===== config.mk =====
export PLATFORM = sky130hd
export DESIGN_NAME = phy_pwr_seq
export DESIGN_NICKNAME = d
export VERILOG_FILES = /design/src/rtl/phy_pwr_pkg.sv /design/src/rtl/pwr_wait_timer.sv /design/src/rtl/pwr_req_arbiter.sv /design/src/rtl/pwr_seq_fsm.sv /design/src/rtl/phy_pwr_seq.sv
export SDC_FILE = /design/constraint.sdc
export NUM_CORES = 1
export LEC_CHECK = 0
export BUFFER_PORTS_ARGS = -buffer_cell sky130_fd_sc_hd__buf_2
export CORE_ASPECT_RATIO = 0.8
export CORE_MARGIN = 1.5
export CORE_UTILIZATION = 52
export CTS_CLUSTER_DIAMETER = 50
export CTS_CLUSTER_SIZE = 16
export DETAILED_ROUTE_END_ITERATION = 10
export GPL_TIMING_DRIVEN = 1
export PLACE_DENSITY = 0.8
export SYNTH_ARGS = -nofsm -noshare
export SYNTH_HDL_FRONTEND = slang
export SYNTH_HIERARCHICAL = 1
export SYNTH_SLANG_ARGS = --single-unit
export TNS_END_PERCENT = 10

===== constraint.sdc =====
create_clock -name clk -period 2.1 [get_ports clk]
set_input_delay 0.42 -clock clk [delete_from_list [all_inputs] [get_ports clk]]
set_output_delay 0.42 -clock clk [all_outputs]
set_load 0.02 [all_outputs]

===== src/rtl/phy_pwr_pkg.sv =====
// Package: shared types and delay arithmetic for the PHY power sequencer.
// Assumes delays are given in nanoseconds and the clock in hertz.
package phy_pwr_pkg;

    // Sequencer phases
    typedef enum logic [1:0] {
        SEQ_IDLE   = 2'd0,
        SEQ_SETTLE = 2'd1,
        SEQ_CALCHK = 2'd2,
        SEQ_DLLCHK = 2'd3
    } seq_state_t;

    // Fault codes reported on err_cause_o
    typedef enum logic [1:0] {
        CAUSE_NONE = 2'd0,
        CAUSE_CAL  = 2'd1,
        CAUSE_DLL  = 2'd2
    } fault_t;

    // Converts a delay in ns to clock cycles, rounding up
    function automatic longint unsigned ns_to_cycles(input longint unsigned ns,
                                                     input longint unsigned hz);
        return (ns * hz + 64'd999_999_999) / 64'd1_000_000_000;
    endfunction

    // Largest of three values
    function automatic longint unsigned max3(input longint unsigned a,
                                             input longint unsigned b,
                                             input longint unsigned c);
        longint unsigned m;
        m = (a > b) ? a : b;
        return (m > c) ? m : c;
    endfunction

    // Reload value for a down-counter that expires after n cycles
    function automatic longint unsigned reload_of(input longint unsigned n);
        return (n > 0) ? n - 1 : 0;
    endfunction

endpackage


===== src/rtl/pwr_wait_timer.sv =====
// Module: down-counting wait timer.
// Loading value v makes expired_o go high after v further cycles, so a load
// of N-1 expires on the N-th edge after the load edge. It holds at zero.
module pwr_wait_timer #(
    parameter int CNT_W = 12
) (
    input  logic             clk,
    input  logic             rst_n,
    input  logic             load_i,
    input  logic [CNT_W-1:0] load_val_i,
    output logic             expired_o
);
    logic [CNT_W-1:0] cnt_q;

    // Count down toward zero, reload on request
    always_ff @(posedge clk) begin
        if (!rst_n) begin
            cnt_q <= '0;
        end else if (load_i) begin
            cnt_q <= load_val_i;
        end else if (cnt_q != '0) begin
            cnt_q <= cnt_q - 1'b1;
        end
    end

    assign expired_o = (cnt_q == '0);
endmodule


===== src/rtl/pwr_req_arbiter.sv =====
// Module: request decode for the sequencer.
// Takes requests only while idle; off beats on when both are raised.
// Classifies each accepted request as a start, a drop or a no-op.
module pwr_req_arbiter (
    input  logic idle_i,
    input  logic powered_i,
    input  logic req_on_i,
    input  logic req_off_i,
    output logic accept_o,
    output logic start_seq_o,
    output logic drop_o,
    output logic nop_o
);
    logic off_sel;
    logic on_sel;

    // Priority and state-based classification of the request
    always_comb begin
        off_sel     = idle_i & req_off_i;
        on_sel      = idle_i & req_on_i & ~req_off_i;
        accept_o    = off_sel | on_sel;
        start_seq_o = on_sel & ~powered_i;
        drop_o      = off_sel & powered_i;
        nop_o       = (on_sel & powered_i) | (off_sel & ~powered_i);
    end
endmodule


===== src/rtl/pwr_seq_fsm.sv =====
// Module: power sequencing state machine.
// Walks settle -> calibration check -> DLL check, loading the wait timer
// at each phase and checking status when it expires. All outputs are
// registered. Status inputs are assumed synchronous to clk.
module pwr_seq_fsm
    import phy_pwr_pkg::*;
#(
    parameter int CNT_W  = 12,
    parameter int SET_LD = 749,
    parameter int CAL_LD = 1249,
    parameter int DLL_LD = 2749
) (
    input  logic             clk,
    input  logic             rst_n,
    input  logic             accept_i,
    input  logic             start_seq_i,
    input  logic             drop_i,
    input  logic             nop_i,
    input  logic             expired_i,
    input  logic             cal_ok_i,
    input  logic             dll_lock_i,
    output logic             idle_o,
    output logic             tmr_load_o,
    output logic [CNT_W-1:0] tmr_val_o,
    output logic             pwr_up_o,
    output logic             dll_en_o,
    output logic             powered_o,
    output logic             done_o,
    output logic             err_o,
    output logic [1:0]       cause_o
);
    seq_state_t state_q;
    fault_t     cause_q;

    // Timer reload selection for the phase being entered
    always_comb begin
        tmr_load_o = 1'b0;
        tmr_val_o  = '0;
        unique case (state_q)
            SEQ_IDLE: begin
                tmr_load_o = start_seq_i;
                tmr_val_o  = CNT_W'(SET_LD);
            end
            SEQ_SETTLE: begin
                tmr_load_o = expired_i;
                tmr_val_o  = CNT_W'(CAL_LD);
            end
            SEQ_CALCHK: begin
                tmr_load_o = expired_i & cal_ok_i;
                tmr_val_o  = CNT_W'(DLL_LD);
            end
            default: begin
                tmr_load_o = 1'b0;
                tmr_val_o  = '0;
            end
        endcase
    end

    // Phase transitions, control outputs and result reporting
    always_ff @(posedge clk) begin
        if (!rst_n) begin
            state_q   <= SEQ_IDLE;
            pwr_up_o  <= 1'b0;
            dll_en_o  <= 1'b0;
            powered_o <= 1'b0;
            done_o    <= 1'b0;
            err_o     <= 1'b0;
            cause_q   <= CAUSE_NONE;
        end else begin
            done_o <= 1'b0;
            unique case (state_q)
                SEQ_IDLE: begin
                    if (accept_i) begin
                        err_o   <= 1'b0;
                        cause_q <= CAUSE_NONE;
                    end
                    if (drop_i) begin
                        pwr_up_o  <= 1'b0;
                        dll_en_o  <= 1'b0;
                        powered_o <= 1'b0;
                        done_o    <= 1'b1;
                    end else if (nop_i) begin
                        done_o <= 1'b1;
                    end else if (start_seq_i) begin
                        pwr_up_o <= 1'b0;
                        dll_en_o <= 1'b0;
                        state_q  <= SEQ_SETTLE;
                    end
                end
                SEQ_SETTLE: begin
                    if (expired_i) begin
                        pwr_up_o <= 1'b1;
                        state_q  <= SEQ_CALCHK;
                    end
                end
                SEQ_CALCHK: begin
                    if (expired_i) begin
                        if (cal_ok_i) begin
                            dll_en_o <= 1'b1;
                            state_q  <= SEQ_DLLCHK;
                        end else begin
                            pwr_up_o <= 1'b0;
                            dll_en_o <= 1'b0;
                            err_o    <= 1'b1;
                            cause_q  <= CAUSE_CAL;
                            done_o   <= 1'b1;
                            state_q  <= SEQ_IDLE;
                        end
                    end
                end
                SEQ_DLLCHK: begin
                    if (expired_i) begin
                        done_o  <= 1'b1;
                        state_q <= SEQ_IDLE;
                        if (dll_lock_i) begin
                            powered_o <= 1'b1;
                        end else begin
                            pwr_up_o <= 1'b0;
                            dll_en_o <= 1'b0;
                            err_o    <= 1'b1;
                            cause_q  <= CAUSE_DLL;
                        end
                    end
                end
                default: state_q <= SEQ_IDLE;
            endcase
        end
    end

    assign idle_o  = (state_q == SEQ_IDLE);
    assign cause_o = cause_q;
endmodule


===== src/rtl/phy_pwr_seq.sv =====
// Module: PHY power-up sequencer top.
// Derives the three wait lengths from CLK_HZ and the ns parameters
// (rounded up), sizes the shared timer for the longest, and wires the
// request decoder, state machine and timer together.
module phy_pwr_seq
    import phy_pwr_pkg::*;
#(
    parameter longint unsigned CLK_HZ    = 250_000_000,
    parameter int unsigned     SETTLE_NS = 3000,
    parameter int unsigned     CAL_NS    = 5000,
    parameter int unsigned     DLL_NS    = 11000
) (
    input  logic       clk,
    input  logic       rst_n,
    input  logic       req_on,
    input  logic       req_off,
    input  logic       cal_ok_i,
    input  logic       dll_lock_i,
    output logic       pwr_up_o,
    output logic       dll_en_o,
    output logic       busy_o,
    output logic       done_o,
    output logic       err_o,
    output logic [1:0] err_cause_o,
    output logic       powered_on_o
);
    localparam longint unsigned N_SET = ns_to_cycles(64'(SETTLE_NS), CLK_HZ);
    localparam longint unsigned N_CAL = ns_to_cycles(64'(CAL_NS), CLK_HZ);
    localparam longint unsigned N_DLL = ns_to_cycles(64'(DLL_NS), CLK_HZ);
    localparam longint unsigned N_MAX = max3(N_SET, N_CAL, N_DLL);
    localparam int CNT_W  = (N_MAX < 2) ? 1 : $clog2(N_MAX);
    localparam int SET_LD = int'(reload_of(N_SET));
    localparam int CAL_LD = int'(reload_of(N_CAL));
    localparam int DLL_LD = int'(reload_of(N_DLL));

    logic             idle;
    logic             accept;
    logic             start_seq;
    logic             drop;
    logic             nop;
    logic             expired;
    logic             tmr_load;
    logic [CNT_W-1:0] tmr_val;

    pwr_req_arbiter u_arb (
        .idle_i      (idle),
        .powered_i   (powered_on_o),
        .req_on_i    (req_on),
        .req_off_i   (req_off),
        .accept_o    (accept),
        .start_seq_o (start_seq),
        .drop_o      (drop),
        .nop_o       (nop)
    );

    pwr_wait_timer #(.CNT_W(CNT_W)) u_tmr (
        .clk        (clk),
        .rst_n      (rst_n),
        .load_i     (tmr_load),
        .load_val_i (tmr_val),
        .expired_o  (expired)
    );

    pwr_seq_fsm #(
        .CNT_W  (CNT_W),
        .SET_LD (SET_LD),
        .CAL_LD (CAL_LD),
        .DLL_LD (DLL_LD)
    ) u_fsm (
        .clk         (clk),
        .rst_n       (rst_n),
        .accept_i    (accept),
        .start_seq_i (start_seq),
        .drop_i      (drop),
        .nop_i       (nop),
        .expired_i   (expired),
        .cal_ok_i    (cal_ok_i),
        .dll_lock_i  (dll_lock_i),
        .idle_o      (idle),
        .tmr_load_o  (tmr_load),
        .tmr_val_o   (tmr_val),
        .pwr_up_o    (pwr_up_o),
        .dll_en_o    (dll_en_o),
        .powered_o   (powered_on_o),
        .done_o      (done_o),
        .err_o       (err_o),
        .cause_o     (err_cause_o)
    );

    // Busy whenever the state machine is away from idle
    assign busy_o = ~idle;
endmodule


## Word-level counts from Yosys, hierarchy flattened

Index checks and enable logic that the tools add are counted.

| cells by class | value |
|---|---|
| add/sub/neg operators | 1 |
| equal/unequal tests | 16 |
| muxes and demuxes | 46 |
| bitwise gates (word level) | 13 |
| reduce and logical (&&, ||, !) cells | 11 |

Operators by type and width:

| operator | number |
|---|---|
| 12-bit one-hot mux with 3 select lines | 1 |
| 12-bit two-way mux | 2 |
| 2-bit two-way mux | 12 |
| 1-bit two-way mux | 23 |
| 6-bit AND reduction | 3 |
| 12-bit zero test | 1 |
| 2-bit by 1-bit inequality test with 1-bit output, second input constant | 6 |
| 1-bit one-hot mux with 3 select lines | 4 |
| 12-bit nonzero test | 1 |
| 12-bit by 1-bit subtractor with 12-bit output, second input constant | 1 |
| 2-bit inequality test, second input constant | 5 |
| 1-bit bitwise AND | 8 |
| 2-bit one-hot mux with 4 select lines | 1 |
| 7-bit AND reduction | 1 |
| 2-bit one-hot mux with 3 select lines | 1 |
| 2-bit == test, second input constant | 2 |
| 1-bit one-hot mux with 4 select lines | 1 |
| 4-bit AND reduction | 1 |
| 2-bit nonzero test | 2 |
| 3-bit by 1-bit inequality test with 1-bit output, second input constant | 1 |
| 3-bit inequality test, second input constant | 1 |
| 1-bit NOT | 3 |
| 3-bit nonzero test | 1 |
| 2-bit by 1-bit == test with 1-bit output, second input constant | 1 |
| 3 further kinds | 4 |

| word-level totals | value |
|---|---|
| register bits after elaboration | 21 |
| input bits | 6 |
| output and inout port bits | 8 |

## Longest topological paths before layout

Gate-level depths: netlist of the first run.

| depth | value |
|---|---|
| word-level depth | 8 |
| mapped depth | 12 |

## Cells and area by module

The synthesis of the first run kept the hierarchy.

By module, submodules not included:

| module | times used | cells an instance | area each (µm²) |
|---|---|---|---|
| pwr_wait_timer | 1 | 90 | 703.2 |
| pwr_seq_fsm | 1 | 73 | 566.8 |
| pwr_req_arbiter | 1 | 6 | 45.0 |
| phy_pwr_seq | 1 | 1 | 3.8 |

## Worst setup path after synthesis of the first run

No wires, ideal clock.

| path | value |
|---|---|
| path kind | register to register |
| start | register u_tmr.cnt_q[0] |
| end | register u_tmr.cnt_q[9] |
| setup time | 0.116 ns |
| data arrival time | 1.913 ns |
| slack | 0.071 ns |
| cell stages (with the launch flop) | 13 |
| path buffers | 2 |
| cells stage by stage | dfxtp_1 > inv_1 > ha_1 > nor3b_1 > nand3_1 > inv_1 > buf_2 > nand2_1 > nand2_1 > inv_1 > buf_2 > o21ai_0 > nor2_1 |

| on the way | value |
|---|---|
| longest elaborated chain between the ends | 4 |

RTL lines:

| what | line | source |
|---|---|---|
| from (decl) | pwr_wait_timer.sv:13 | `logic [CNT_W-1:0] cnt_q;` |
| from (signal assigned) | pwr_wait_timer.sv:20 | `cnt_q <= load_val_i;` |
| from (signal assigned) | pwr_wait_timer.sv:22 | `cnt_q <= cnt_q - 1'b1;` |
| 12-bit zero test (*) | pwr_wait_timer.sv:26 | `assign expired_o = (cnt_q == '0);` |
| named net expired | phy_pwr_seq.sv:41 | `logic expired;` |
| 1-bit bitwise AND | pwr_seq_fsm.sv:49 | `tmr_load_o = expired_i & cal_ok_i;` |
| 1-bit one-hot mux with 3 select lines (*) | pwr_seq_fsm.sv:39 | `unique case (state_q)` |
| named net tmr_load | phy_pwr_seq.sv:42 | `logic tmr_load;` |
| 12-bit two-way mux or 2-bit nonzero test (tied branches) | n/a |  |

The timed path passes the listed nets; every way through them passes the cells marked *. The select of a mux whose other input is x is not followed.
A chain may end at the register's enable or synchronous reset.

## Final worst setup path of the first run

| path | value |
|---|---|
| start | register u_tmr.cnt_q[0] |
| end | register u_tmr.cnt_q[8] |

| on the way | value |
|---|---|
| longest elaborated chain between the ends | 4 |

RTL lines:

| what |
|---|
| branches (longest 4 deep; another with 12-bit by 1-bit subtractor with 12-bit output) |

Parallel ways; which one is timed is not known. The select of a mux whose other input is x is not followed.

==> flow_summary.ini, run 1 <==
[run_status]
outcome = completed

[finish]
nNetsFinal = 191
area_growth_pct = 8.25
drive_gt1_share_pct = 20.3
fin_area_sq_um = 1430
fin_util_pct = 58.9
diodes = 0
nFillCells = 232

[floorplan]
num_io_pins = 14
coreArea_sq_um = 2420
die_h_microns = 48.0
start_util_pct = 54.4
fp-row-count = 16
fp.dieW_microns = 59.3
die-area_sq_um = 2850

[pwr]
leakage_nw = 0.588
max-vdd-ir-drop_uv = 534
pwr_density_cell_nw_per_um2 = 955

[job]
maxCapViolations = 0

[global_routing]
gr-total-overflow = 0
grt_pass1_wl_mm = 4.66
grt_max_degree = 18
grt_pass1_vias = 1046
grt_use_total_pct = 22.1
antenna_found_initial = 0

[clock_tree]
cts.sinks = 21
clockBufferDepth = 2
cts-root-buf = clkbuf_4
cts_tree = built
cts.htree.levels = 1
clock_latency_ns = 0.32
clk_pin_slew_ns = 0.13
cts_buffers = 3

[logic_synthesis]
avgSynthCellArea_sq_um = 7.76
yosys_most_used_dff = dfxtp_1
synth_warnings = 6
synth_edf_count = 0
synth_cells = 170
synth_seq_area_share_pct = 31.9
synthArstFlopShare_pct = 0
synth.distinct_cells = 48
netlist_area_sq_um = 1320
synth_seq_cells = 21

[worst_setup_path]
r2r-end = u_tmr/cnt_q[8]$_SDFFE_PN0P_
endpoint_kind = register
timing_worst_setup_path_type = register to register
reg2regPathDepth = 6
cp_max_fo = 5
r2r-start = u_tmr/cnt_q[0]$_SDFFE_PN0P_
reg2reg_slack_ns = 0.09
worstPathArrival_ns = 2.27
start_kind = register
crit_required_ns = 2.36

[min_path]
min_to = u_fsm/cause_o[1]$_SDFFE_PN0P_
min_from = dll_lock_i
min_path_cells = 3
hp-class = primary input to register

[placement]
dpl_worst_slack_ns = 0.115
hpwl_mm = 2.21
gp_congestion = 0.909
place_area_sq_um = 1380
numPortBuffers = 13

[timing]
rsz0062_at_grt = yes
hold_viol = 0
layout_setup_ws_ns = 0.0894
max_freq_mhz = 497
clock-skew-final_ns = 0.0207
setup_tns_ns = 0
maxSlewViolCount = 0
setup_viol = 0
fin_crit_sh_pct = 95.7
min_period_ns = 2.01

[detailed_routing]
postRouteAntennaNets = 0
vias_per_cell = 5.89
dr.first_iter.drc_count = 82
routedWlPerCell_microns = 13.8
finalWirelength_mm = 3.01
via_count = 1284
first_pass_iters = 4
drc = 0
[flip-flops by register name, summed over array words and instances, names as in the netlist]
signal           cells
u_fsm/pwr_up_o       1
u_fsm/err_o          1
u_tmr/cnt_q         12
u_fsm/powered_o      1
u_fsm/state_q        2
u_fsm/done_o         1
u_fsm/dll_en_o       1
u_fsm/cause_o        2
[logic make-up after synthesis]
kind of cell | Yosys count | synth area share, %
AO/OA/AOI/OAI | 55 | 25.5
adder cells (fa/ha/maj) | 2 | 1.90
buffers and inverters | 24 | 10.7
flip-flops | 21 | 31.9
other | 1 | 0.284
AND/OR/NAND/NOR | 67 | 29.7
[worst max-delay path, stage by stage (launching register included)]
cell and delay, ns:
dfxtp_1 0.36, inv_1 0.10, ha_1 0.18, or2b_1 0.27, or3_4 0.41, or4_1 0.47
a31oi_1 0.16
[routing by layer]
metal | share of wire, % | vias to the layer above | track usage (%)
met5 | 0 | - | 0
met4 | 0.73 | 0 | 6.36
met3 | 6.5 | 4 | 7.03
met2 | 45 | 47 | 33.6
met1 | 47 | 592 | 30.1
li1 | - | 641 | -
[what timing repair did]
item / CTS / global route
resized for setup: 0 / 3
hold buffers: 0 / 0
buffers inserted: 0 / 1
endpoints found under the setup margin: 0 / 13
[stage by stage]
| step | std cells | hold WS [ns] | total power (W) |
|---|---|---|---|
| final | 218 | 0.443 | 0.00136 |
| after global placement | 213 | 0.448 | 0.00110 |
| after CTS | 217 | 0.426 | 0.00133 |
| after detailed placement | 213 | 0.455 | 0.00113 |
| after floorplan | 171 | 0.484 | 0.000989 |
| after global routing | 218 | 0.452 | 0.00146 |
[cell usage in the layout (no fill, tap or decap), types with 2 or more instances in the layout]
cell and instances:
dfxtp_1 21, o21ai_0 17, nand2_1 15, a21oi_1 15, buf_2 13, nor2_1 11, inv_1 10, buf_4 8
a31oi_1 7, or3_1 5, nor2b_1 4, nand3_1 4, or4_1 4, clkbuf_4 3, o21a_1 3, nand4_1 3
nor3_1 3, nand2b_1 2, nor4_2 2, o31ai_1 2, conb_1 2, ha_1 2
[synth_stat cells (all sizes together), types with 2 or more instances]
library cell  count  area [sq um]
a21oi            15          75.1
nor3              3          15.0
nand3             4          20.0
o21ai            18          90.1
inv              10          37.5
o21a              3          22.5
nor2b             4          25.0
or3               6          42.5
nand2b            2          12.5
a31oi             7          43.8
nor4              3          25.0
nand4             3          18.8
nand2            15          56.3
or2b              2          16.3
clkbuf            2          17.5
ha                2          25.0
or4               5          38.8
buf              12          86.3
dfxtp            21           420
o31ai             2          15.0
nor2             11          41.3
[final cells by class]
type	instances	area (sq um)	share of cell area [%]
clock inverters	1	5.00	0.351
inverters	10	37.5	2.63
repair buffers	21	125	8.76
clock buffers	3	22.5	1.58
flip-flops and latches	21	420	29.4
multi-input cells	126	772	54.1
well taps	36	45.0	3.16
[report_power, final]
| part | internal [W] | leakage, nW | switching [W] | total (W) |
|---|---|---|---|---|
| Combinational | 0.000276 | 0.397 | 0.000325 | 0.000601 |
| Clock | 0.0000712 | 0.0177 | 0.000126 | 0.000197 |
| Sequential | 0.000473 | 0.173 | 0.0000916 | 0.000565 |
| Total | 0.000820 | 0.588 | 0.000543 | 0.00136 |
[worst max path at each step]
stage / startpoint / cells after the start / slack [ns] / endpoint
after global routing: u_tmr/cnt_q[0]$_SDFFE_PN0P_ / 10 / -0.01 / u_tmr/cnt_q[6]$_SDFFE_PN0P_
after global placement: u_tmr/cnt_q[0]$_SDFFE_PN0P_ / 6 / 0.16 / u_tmr/cnt_q[8]$_SDFFE_PN0P_
after CTS: u_tmr/cnt_q[0]$_SDFFE_PN0P_ / 6 / 0.08 / u_tmr/cnt_q[8]$_SDFFE_PN0P_
after detailed placement: u_tmr/cnt_q[0]$_SDFFE_PN0P_ / 6 / 0.11 / u_tmr/cnt_q[8]$_SDFFE_PN0P_
final: u_tmr/cnt_q[0]$_SDFFE_PN0P_ / 6 / 0.09 / u_tmr/cnt_q[8]$_SDFFE_PN0P_
after floorplan: u_tmr/cnt_q[0]$_SDFFE_PN0P_ / 12 / 0.07 / u_tmr/cnt_q[9]$_SDFFE_PN0P_
No activity file was read; power rests on OpenSTA's default activity.
==> run 2, diff against run 1 <==
- CAP_MARGIN: default -> 20
- REMOVE_ABC_BUFFERS: default -> 1
==> flow_summary.ini, run 2 (same netlist as run 1, synthesis figures left out) <==
[timing]
layout_setup_ws_ns = 0.118
rsz0062_at_grt = no
hold_viol = 0
fin_crit_sh_pct = 94.4
maxSlewViolCount = 0
setup_tns_ns = 0
min_period_ns = 1.98
clock-skew-final_ns = 0.00222
max_freq_mhz = 505
setup_viol = 0

[worst_setup_path]
crit_chain = inv_1 > ha_1 > or2b_1 > or3_4 > or4_1 > a31oi_1
reg2reg_slack_ns = 0.12
cp_num_buf_inv = 1
timing_worst_setup_path_type = register to register
endpoint_kind = register
worstPathArrival_ns = 2.24
start_kind = register
critical_path.top_delay_family = simple AND/OR/NAND/NOR gates
max_stage_delay_ns = 0.48
r2r-start = u_tmr/cnt_q[1]$_SDFFE_PN0P_
crit_required_ns = 2.36
reg2regPathDepth = 6
r2r-end = u_tmr/cnt_q[8]$_SDFFE_PN0P_
cp_max_fo = 5
cpMaxStageDelayCell = or4_1

[floorplan]
die-area_sq_um = 2850
coreArea_sq_um = 2420
start_util_pct = 54.4
fp-row-count = 16
fp.dieW_microns = 59.3
num_io_pins = 14
die_h_microns = 48.0

[clock_tree]
clk_pin_slew_ns = 0.13
cts.sinks = 21
cts_hold_buf = 0
clockBufferDepth = 2
cts-root-buf = clkbuf_4
cts_buffers = 3
clock_latency_ns = 0.32
cts_tree = built
cts.htree.levels = 1

[finish]
area_growth_pct = 8.25
diodes = 0
final_cell_mix = dfxtp_1, o21ai_0, a21oi_1
final_common_cell = dfxtp_1
drive_gt1_share_pct = 21.4
fin_area_sq_um = 1430
largest_reg_flops = 12
nNetsFinal = 191
nFillCells = 213
top_register = u_tmr/cnt_q
fin_cells = 218

[placement]
dpl.cell_count = 213
hpwl_mm = 2.15
place_area_sq_um = 1380
gp_congestion = 0.893
numPortBuffers = 13
dpl_worst_slack_ns = 0.131

[global_routing]
gr-total-overflow = 0
grt_pass1_vias = 1103
grt_use_total_pct = 22.4
grt_pass1_wl_mm = 4.84
grt_max_degree = 21
antenna_found_initial = 0

[min_path]
min_to = u_fsm/cause_o[1]$_SDFFE_PN0P_
hp-class = primary input to register
min_from = dll_lock_i
min_path_cells = 3

[detailed_routing]
routedWlPerCell_microns = 14.2
postRouteAntennaNets = 0
first_pass_iters = 4
dr.first_iter.drc_count = 75
finalWirelength_mm = 3.10
vias_per_cell = 5.94
drc = 0
via_count = 1296

[pwr]
max-vdd-ir-drop_uv = 469
leakage_nw = 0.580
pwr_density_cell_nw_per_um2 = 956

[run_status]
outcome = completed

[job]
maxCapViolations = 0
[run 2: metrics by stage]
| step | hold slack, ns | total power, W | util, % |
|---|---|---|---|
| floorplan | 0.484 | 0.000968 | - |
| global placement | 0.440 | 0.00111 | 57.0 |
| detailed placement | 0.443 | 0.00113 | 57.0 |
| CTS | 0.412 | 0.00134 | 58.2 |
| global route | 0.416 | 0.00146 | 58.9 |
| finish | 0.433 | 0.00137 | 58.9 |
[run 2: how the worst max path moves through the flow]
stage                                startpoint                            to  slack [ns]  depth (start not counted)
detailed placement  u_tmr/cnt_q[0]$_SDFFE_PN0P_   u_tmr/cnt_q[8]$_SDFFE_PN0P_        0.13                          6
floorplan           u_tmr/cnt_q[0]$_SDFFE_PN0P_  u_tmr/cnt_q[11]$_SDFFE_PN0P_        0.05                         10
CTS                 u_tmr/cnt_q[0]$_SDFFE_PN0P_   u_tmr/cnt_q[8]$_SDFFE_PN0P_        0.10                          6
global route        u_tmr/cnt_q[1]$_SDFFE_PN0P_   u_tmr/cnt_q[1]$_SDFFE_PN0P_      0.0008                         10
global placement    u_tmr/cnt_q[0]$_SDFFE_PN0P_   u_tmr/cnt_q[8]$_SDFFE_PN0P_        0.16                          6
finish              u_tmr/cnt_q[1]$_SDFFE_PN0P_   u_tmr/cnt_q[8]$_SDFFE_PN0P_        0.12                          6
[run 2: area by class of cell]
type / instances / area (sq um) / share of cell area, %
multi-input combinational: 126 / 768 / 53.8
sequential: 21 / 420 / 29.4
timing repair buffer: 20 / 118 / 8.24
tap: 36 / 45.0 / 3.16
inverter: 10 / 41.3 / 2.89
clock buffer: 3 / 22.5 / 1.58
timing repair inverter: 1 / 7.51 / 0.526
clock inverter: 1 / 5.00 / 0.351
[run 2: what timing repair did]
action | 4_1_cts | 5_1_grt
endpoints found under the setup margin | 0 | 13
resized for setup | 0 | 5
setup buffers | 0 | 0
[run 2: routing by layer]
layer,GRT usage (%),up-vias,wire (microns)
met5,0,-,0
met4,4.09,0,20
met3,6.22,4,273
met2,37.4,61,1450
met1,29.5,587,1360
li1,-,644,-
[run 2: worst reg2reg max path: stages, from the launching register on]
cell and delay, ns:
dfxtp_1 0.36, inv_1 0.09, ha_1 0.16, or2b_1 0.27
or3_4 0.40, or4_1 0.48, a31oi_1 0.16
[run 2: report_power, final]
| group | switching (W) | internal, W | total (W) |
|---|---|---|---|
| clock network | 0.000137 | 0.0000714 | 0.000208 |
| logic | 0.000328 | 0.000264 | 0.000591 |
| registers | 0.0000929 | 0.000473 | 0.000566 |
| total | 0.000558 | 0.000808 | 0.00137 |
